<file path="config.mk">
export PLATFORM = sky130hd
export DESIGN_NAME = label_store_engine
export DESIGN_NICKNAME = d
export VERILOG_FILES = /design/src/rtl/lbl_pkg.sv /design/src/rtl/lbl_hdr_shift.sv /design/src/rtl/lbl_limit_check.sv /design/src/rtl/lbl_walk_ctr.sv /design/src/rtl/label_store_engine.sv
export SDC_FILE = /design/constraint.sdc
export NUM_CORES = 1
export LEC_CHECK = 0
export BUFFER_PORTS_ARGS = -buffer_cell sky130_fd_sc_hd__buf_2
export CAP_MARGIN = 20
export CELL_PAD_IN_SITES_DETAIL_PLACEMENT = 0
export CELL_PAD_IN_SITES_GLOBAL_PLACEMENT = 1
export CORE_UTILIZATION = 30
export CTS_CLUSTER_DIAMETER = 60
export DETAILED_ROUTE_END_ITERATION = 8
export GPL_TIMING_DRIVEN = 0
export PLACE_DENSITY_LB_ADDON = 0.15
export SETUP_SLACK_MARGIN = 0.4
export SYNTH_ARGS = -nofsm -noshare
export SYNTH_HDL_FRONTEND = slang
export SYNTH_SLANG_ARGS = --single-unit
</file>
<file path="constraint.sdc">
create_clock -name clk -period 7.2 [get_ports clk]
set_input_delay 0.36 -clock clk [delete_from_list [all_inputs] [get_ports clk]]
set_output_delay 0.36 -clock clk [all_outputs]
set_load 0.03 [all_outputs]
</file>
<file path="src/rtl/lbl_pkg.sv">
package lbl_pkg;
   localparam int HDR_BYTES = 8;

   typedef enum logic [7:0] {
      RC_OK        = 8'h00,
      RC_BAD_INPUT = 8'h02
   } rc_e;

   typedef enum logic [2:0] {
      ST_IDLE,
      ST_HDR,
      ST_CHK,
      ST_RD,
      ST_WR,
      ST_FIN
   } st_e;
endpackage

</file>
<file path="src/rtl/lbl_hdr_shift.sv">
module lbl_hdr_shift #(
   parameter int NBYTES = 8
) (
   input  logic        clk,
   input  logic        rst_n,
   input  logic        clear,
   input  logic        take,
   input  logic [7:0]  byte_in,
   output logic [31:0] word_lo,
   output logic [31:0] word_hi,
   output logic        last
);
   localparam int SRW = NBYTES * 8;
   localparam int CW  = $clog2(NBYTES);

   if (NBYTES != 8) begin : g_bad_hdr
      $error("lbl_hdr_shift: header must be 8 bytes");
   end

   logic [SRW-1:0] sr;
   logic [CW-1:0]  cnt;

   always_ff @(posedge clk) begin
      if (!rst_n) begin
         sr  <= '0;
         cnt <= '0;
      end else if (clear) begin
         cnt <= '0;
      end else if (take) begin
         sr  <= {byte_in, sr[SRW-1:8]};
         cnt <= cnt + 1'b1;
      end
   end

   assign word_lo = sr[31:0];
   assign word_hi = sr[63:32];
   assign last    = take && (cnt == CW'(NBYTES - 1));
endmodule

</file>
<file path="src/rtl/lbl_limit_check.sv">
module lbl_limit_check #(
   parameter int MEM_BYTES = 320,
   parameter int LEN_W     = 16,
   parameter int HDR_BYTES = 8
) (
   input  logic             is_write,
   input  logic [31:0]      offset,
   input  logic [31:0]      rd_len,
   input  logic [LEN_W-1:0] wr_len,
   output logic             ok
);
   localparam logic [33:0] RD_LIM = 34'(MEM_BYTES);
   localparam logic [33:0] WR_LIM = 34'(MEM_BYTES + HDR_BYTES);

   logic [33:0] sum_rd;
   logic [33:0] sum_wr;

   always_comb begin
      sum_rd = {2'b00, offset} + {2'b00, rd_len};
      sum_wr = {2'b00, offset} + 34'(wr_len);
      ok     = is_write ? (sum_wr <= WR_LIM) : (sum_rd <= RD_LIM);
   end
endmodule

</file>
<file path="src/rtl/lbl_walk_ctr.sv">
module lbl_walk_ctr #(
   parameter int AW    = 9,
   parameter int LEN_W = 16
) (
   input  logic             clk,
   input  logic             rst_n,
   input  logic             load,
   input  logic [AW-1:0]    base,
   input  logic [LEN_W-1:0] count,
   input  logic             step,
   output logic [AW-1:0]    addr,
   output logic             empty
);
   logic [AW-1:0]    base_q;
   logic [AW-1:0]    idx;
   logic [LEN_W-1:0] rem;

   always_ff @(posedge clk) begin
      if (!rst_n) begin
         base_q <= '0;
         idx    <= '0;
         rem    <= '0;
      end else if (load) begin
         base_q <= base;
         idx    <= '0;
         rem    <= count;
      end else if (step && rem != '0) begin
         idx <= idx + 1'b1;
         rem <= rem - 1'b1;
      end
   end

   assign addr  = base_q + idx;
   assign empty = (rem == '0);
endmodule

</file>
<file path="src/rtl/label_store_engine.sv">
module label_store_engine
   import lbl_pkg::*;
#(
   parameter int MEM_BYTES = 320,
   parameter int LEN_W     = 16,
   localparam int AW       = $clog2(MEM_BYTES)
) (
   input  logic             clk,
   input  logic             rst_n,
   input  logic             start,
   input  logic             start_write,
   input  logic [LEN_W-1:0] start_len,
   input  logic             in_valid,
   input  logic [7:0]       in_data,
   output logic             in_ready,
   output logic             out_valid,
   output logic [7:0]       out_data,
   output logic             ram_we,
   output logic [AW-1:0]    ram_addr,
   output logic [7:0]       ram_wdata,
   input  logic [7:0]       ram_rdata,
   output logic             busy,
   output logic             done,
   output logic [7:0]       done_code,
   output logic [LEN_W-1:0] done_len
);
   if (MEM_BYTES < 256 || MEM_BYTES > 1024) begin : g_bad_mem
      $error("label_store_engine: MEM_BYTES must lie in 256..1024");
   end
   if (LEN_W <= AW) begin : g_bad_len
      $error("label_store_engine: LEN_W too narrow for MEM_BYTES");
   end

   st_e              state;
   logic             is_wr;
   logic [LEN_W-1:0] cmd_len;
   logic             rd_pend;
   logic [7:0]       code_q;
   logic [LEN_W-1:0] olen_q;

   logic [31:0]      f_off;
   logic [31:0]      f_len;
   logic             hdr_last;
   logic             hdr_take;
   logic             wr_take;
   logic             rd_issue;
   logic             fits;
   logic             walk_load;
   logic [LEN_W-1:0] walk_cnt;
   logic             walk_empty;

   assign hdr_take = (state == ST_HDR) && in_valid;
   assign wr_take  = (state == ST_WR) && !walk_empty && in_valid;
   assign rd_issue = (state == ST_RD) && !walk_empty;
   assign walk_load = (state == ST_CHK) && fits;
   assign walk_cnt  = is_wr ? (cmd_len - LEN_W'(HDR_BYTES)) : f_len[LEN_W-1:0];

   lbl_hdr_shift #(.NBYTES(HDR_BYTES)) u_hdr (
      .clk     (clk),
      .rst_n   (rst_n),
      .clear   (state == ST_IDLE),
      .take    (hdr_take),
      .byte_in (in_data),
      .word_lo (f_off),
      .word_hi (f_len),
      .last    (hdr_last)
   );

   lbl_limit_check #(
      .MEM_BYTES (MEM_BYTES),
      .LEN_W     (LEN_W),
      .HDR_BYTES (HDR_BYTES)
   ) u_lim (
      .is_write (is_wr),
      .offset   (f_off),
      .rd_len   (f_len),
      .wr_len   (cmd_len),
      .ok       (fits)
   );

   lbl_walk_ctr #(.AW(AW), .LEN_W(LEN_W)) u_walk (
      .clk   (clk),
      .rst_n (rst_n),
      .load  (walk_load),
      .base  (f_off[AW-1:0]),
      .count (walk_cnt),
      .step  (rd_issue || wr_take),
      .addr  (ram_addr),
      .empty (walk_empty)
   );

   always_ff @(posedge clk) begin
      if (!rst_n) begin
         state   <= ST_IDLE;
         is_wr   <= 1'b0;
         cmd_len <= '0;
         rd_pend <= 1'b0;
         code_q  <= RC_OK;
         olen_q  <= '0;
      end else begin
         rd_pend <= rd_issue;
         unique case (state)
            ST_IDLE: if (start) begin
               is_wr   <= start_write;
               cmd_len <= start_len;
               olen_q  <= '0;
               if (start_write && start_len == '0) begin
                  code_q <= RC_OK;
                  state  <= ST_FIN;
               end else if (start_write && start_len < LEN_W'(HDR_BYTES)) begin
                  code_q <= RC_BAD_INPUT;
                  state  <= ST_FIN;
               end else begin
                  state <= ST_HDR;
               end
            end
            ST_HDR: if (hdr_last) state <= ST_CHK;
            ST_CHK: begin
               if (fits) begin
                  code_q <= RC_OK;
                  olen_q <= is_wr ? '0 : f_len[LEN_W-1:0];
                  state  <= is_wr ? ST_WR : ST_RD;
               end else begin
                  code_q <= RC_BAD_INPUT;
                  olen_q <= '0;
                  state  <= ST_FIN;
               end
            end
            ST_RD: if (walk_empty) state <= ST_FIN;
            ST_WR: if (walk_empty) state <= ST_FIN;
            ST_FIN: state <= ST_IDLE;
            default: state <= ST_IDLE;
         endcase
      end
   end

   assign in_ready  = (state == ST_HDR) || ((state == ST_WR) && !walk_empty);
   assign ram_we    = wr_take;
   assign ram_wdata = in_data;
   assign out_valid = rd_pend;
   assign out_data  = ram_rdata;
   assign busy      = (state != ST_IDLE);
   assign done      = (state == ST_FIN);
   assign done_code = code_q;
   assign done_len  = olen_q;
endmodule

</file>
==> impl_metrics.py <==
metrics = {
    "min_path": {
        "worstHoldStart": "start_write",
        "hold_class": "input port to flip-flop",
        "worstHoldPathCells": 3,
    },
    "detailed_routing": {
        "drc": 0,
        "wl_per_cell_um": 19.0,
        "vias": 9956,
        "drtIter0Drc": 646,
        "antenna_left": 0,
        "wl_um": 36000,
        "viasPerCell": 5.26,
        "dr.pass1.iters": 5,
    },
    "setup_path": {
        "critPathMaxFanout": 10,
        "r2r_cells": 15,
        "crit_path_end_kind": "flip-flop",
        "r2r_slack_ps": 2450,
        "critPathMaxStageDelay_ps": 660,
        "crit_type": "flip-flop to flip-flop",
        "path_cells": "ha_1 > fa_1 > a211o_1 > a21o_1 > a211oi_1 > a21oi_1 > nor4_1 > o211ai_1 > nor4b_1 > and4_1 > a31o_2 > buf_4 > buf_4 > o2111ai_1 > o31ai_1",
        "critPathLaunchType": "flip-flop",
        "cp.depth": 15,
        "startpoint": "u_hdr.sr[0]",
        "crit-reg2reg-launch": "u_hdr.sr[0]",
        "cp_top_family": "compound AO/OA/AOI/OAI gates",
        "cp.arrival_ps": 5080,
        "cp_slowest_cell": "a211oi_1",
        "crit_buf_inv": 2,
        "worstPathRequired_ps": 7530,
        "cpMostUsedCell": "buf_4",
    },
    "floorplanning": {
        "die_w_um": 184,
        "core_mm2": 0.0325,
        "rows": 66,
        "die_y_um": 184,
        "io_pins": 91,
        "dieArea_mm2": 0.0337,
        "start_util_pct": 30.4,
    },
    "yosys": {
        "async_flop_share_pct": 0,
        "yosysSeqAreaShare_pct": 28.1,
        "ys.flop_type": "dfxtp_1",
        "synthXorXnorAreaFrac_pct": 6.10,
        "synth.avg_cell_area_um2": 7.41,
        "synth_top_family_by_area": "simple AND/OR/NAND/NOR gates",
        "synth-compound-area-share_pct": 24.0,
        "synth_warnings": 0,
        "netlist_area_mm2": 0.00990,
        "synth_edf_count": 0,
        "synth-adder-area-share_pct": 8.32,
        "synth.ff_latch_count": 139,
        "syn_inst": 1336,
        "synth-simple-area-share_pct": 25.9,
        "synth_cell_types": 81,
        "yosys-mux-area-fraction_pct": 1.14,
    },
    "run": {
        "drv_cap": 0,
    },
    "sta": {
        "fmax_mhz": 211,
        "fin_crit_sh_pct": 65.9,
        "worst_pin_slew_ps": 1010,
        "rsz0062_at_grt": "false",
        "fin_skew_ps": 11.2,
        "tns_ps": 0,
        "final_hold_viol_count": 0,
        "setup_viol": 0,
        "period_needed_ps": 4750,
        "slew_headroom_pct": 32.2,
        "maxSlewViolCount": 0,
    },
    "clock_network": {
        "clk_latency_ps": 430,
        "holdBufCountCts": 0,
        "cts-resized-gates": 0,
        "cts.root.buffer_cell": "clkbuf_16",
        "h-tree-depth": 4,
        "numCtsBuffers": 17,
        "cts_max_path_buffers": 2,
        "path_clk_slew_ps": 70,
        "cts_setup_buffers": 0,
        "clock-sinks": 139,
        "cts_tree": "built",
    },
    "power_and_ir_drop": {
        "p_total_mw": 2.04,
        "power.density_mw_per_mm2": 178,
        "power_leakage_nw": 4.57,
        "vdd_drop_max_mv": 0.194,
    },
    "layout": {
        "diodes": 0,
        "final_cells": 1892,
        "drive_above_1_share_pct": 11.8,
        "nets": 1539,
        "stdcell_area_mm2": 0.0115,
        "syn2layout_area_growth_pct": 15.7,
    },
    "global_route": {
        "grt_overflow": 0,
        "grt_pass1_wl_um": 55000,
        "grt_usage_pct": 21.4,
        "antenna_found_initial": 0,
        "grt_max_degree": 17,
        "grt_pass1_vias": 9327,
    },
    "outcome": {
        "status": "complete, no violations",
    },
    "placed_design": {
        "dp_cells": 1861,
        "finalWeightedCongestion": 0.860,
        "placed_area_mm2": 0.0109,
        "port_buffers": 75,
        "dp_hpwl_um": 27800,
    },
}
==> path summary, 6_finish.rpt <==
path / end
max: u_walk.rem[15]
min: is_wr
max reg2reg: u_walk.rem[15]
min reg2reg: u_walk.base_q[0]
==> area by class of cell <==
cell class                      instances  area (um2)
Fill cell                            3576       21100
Multi-Input combinational cell       1071        6510
Sequential cell                       139        2780
Tap cell                              442         553
Buffer                                103         519
Clock buffer                           18         429
Timing Repair Buffer                   77         385
Clock inverter                         13         168
Inverter                               29         109
==> cells in the mapped netlist, drive strengths merged (4+ instances only) <==
master / n / area (um2)
a2111oi: 4 / 41.3
clkbuf: 63 / 236
dfxtp: 139 / 2780
and3: 14 / 87.6
nor4: 19 / 125
buf: 40 / 283
o31ai: 15 / 113
and4: 6 / 52.6
nor3b: 5 / 37.5
a31oi: 10 / 62.6
o21bai: 5 / 37.5
a211oi: 12 / 90.1
mux2i: 9 / 90.1
o21a: 6 / 45.0
o211ai: 15 / 113
xor2: 31 / 272
a22o: 18 / 170
nand3: 59 / 295
a211o: 6 / 52.6
a21oi: 158 / 795
nor2: 64 / 240
or3: 8 / 50.1
nand2b: 6 / 37.5
or2: 6 / 37.5
nand4: 30 / 188
o21ai: 49 / 245
a31o: 4 / 35.0
nor3: 28 / 140
xnor2: 38 / 333
o2111ai: 12 / 105
a21o: 19 / 143
and2: 9 / 58.8
o22ai: 5 / 31.3
a221oi: 6 / 58.8
inv: 29 / 109
nand2: 275 / 1030
ha: 61 / 763
==> stage by stage <==
step,setup slack (ps),utilization [%],hold WS (ps)
after floorplan,3590,-,433
after global placement,2380,33.3,448
after detailed placement,2540,33.4,449
after CTS,2500,35.2,163
after global routing,2230,35.2,167
final,2450,35.2,170
==> flip-flops by register name, indices dropped and copies added (netlist names) <==
signal and flops:
cmd_len 16, done_code 1, done_len 16, is_wr 1, out_valid 1, state 3, u_hdr.cnt 3, u_hdr.sr 64
u_walk.base_q 9, u_walk.idx 9, u_walk.rem 16
==> metal layers <==
layer | GRT usage, % | part of all wire (%) | up-vias
li1 | - | - | 5017
met1 | 29.8 | 50 | 4709
met2 | 35.3 | 46 | 200
met3 | 2.30 | 3.0 | 30
met4 | 4.97 | 1.3 | 0
met5 | 0 | 0 | -
==> worst reg2reg max path: stages (launching register included) <==
cell and delay (ps):
dfxtp_1 420, ha_1 270, fa_1 420, a211o_1 300, a21o_1 220, a211oi_1 660, a21oi_1 230, nor4_1 340
o211ai_1 160, nor4b_1 430, and4_1 380, a31o_2 140, buf_4 170, buf_4 210, o2111ai_1 160, o31ai_1 120
==> where the power goes <==
group | total, mW | leakage, nW | switching, mW | internal (mW)
clock | 0.926 | 0.288 | 0.378 | 0.547
sequential | 0.809 | 1.12 | 0.0246 | 0.784
combinational | 0.303 | 3.16 | 0.205 | 0.0980
==> cell usage in the layout (no fill, tap or decap), types with 5 or more instances in the layout <==
master	netlist	final
xor2_1	31	31
and4_1	6	6
a211oi_1	12	12
or2_2	5	5
nand4_1	30	30
conb_1	1	7
a221oi_1	5	5
o2111ai_1	12	12
nand3_1	59	59
o21ai_0	47	47
clkbuf_1	63	64
buf_2	3	80
and3_1	14	14
xnor2_1	38	38
a22o_2	10	10
a22o_1	8	8
o21a_1	6	6
buf_1	8	8
nor2_1	64	64
ha_1	61	61
o21bai_1	5	5
nor3_1	28	28
a211o_1	6	6
a21o_1	19	19
nor3b_1	5	5
or3_1	8	8
a21oi_1	157	157
mux2i_1	9	9
o22ai_1	5	5
o211ai_1	15	15
dfxtp_1	139	139
nand2b_1	6	6
nand2_1	275	275
and2_1	8	8
o31ai_1	15	15
clkbuf_16	0	17
buf_4	26	26
nor4_1	18	18
a31oi_1	10	10
inv_1	29	29
==> cell families after synthesis <==
family          Yosys count
compound gates          369
xor+xnor                 69
other cells               1
simple gates            551
mux                      11
buf+inv                 132
flops                   139
fa+ha+maj                64
No activity file was read; power rests on OpenSTA's default activity.
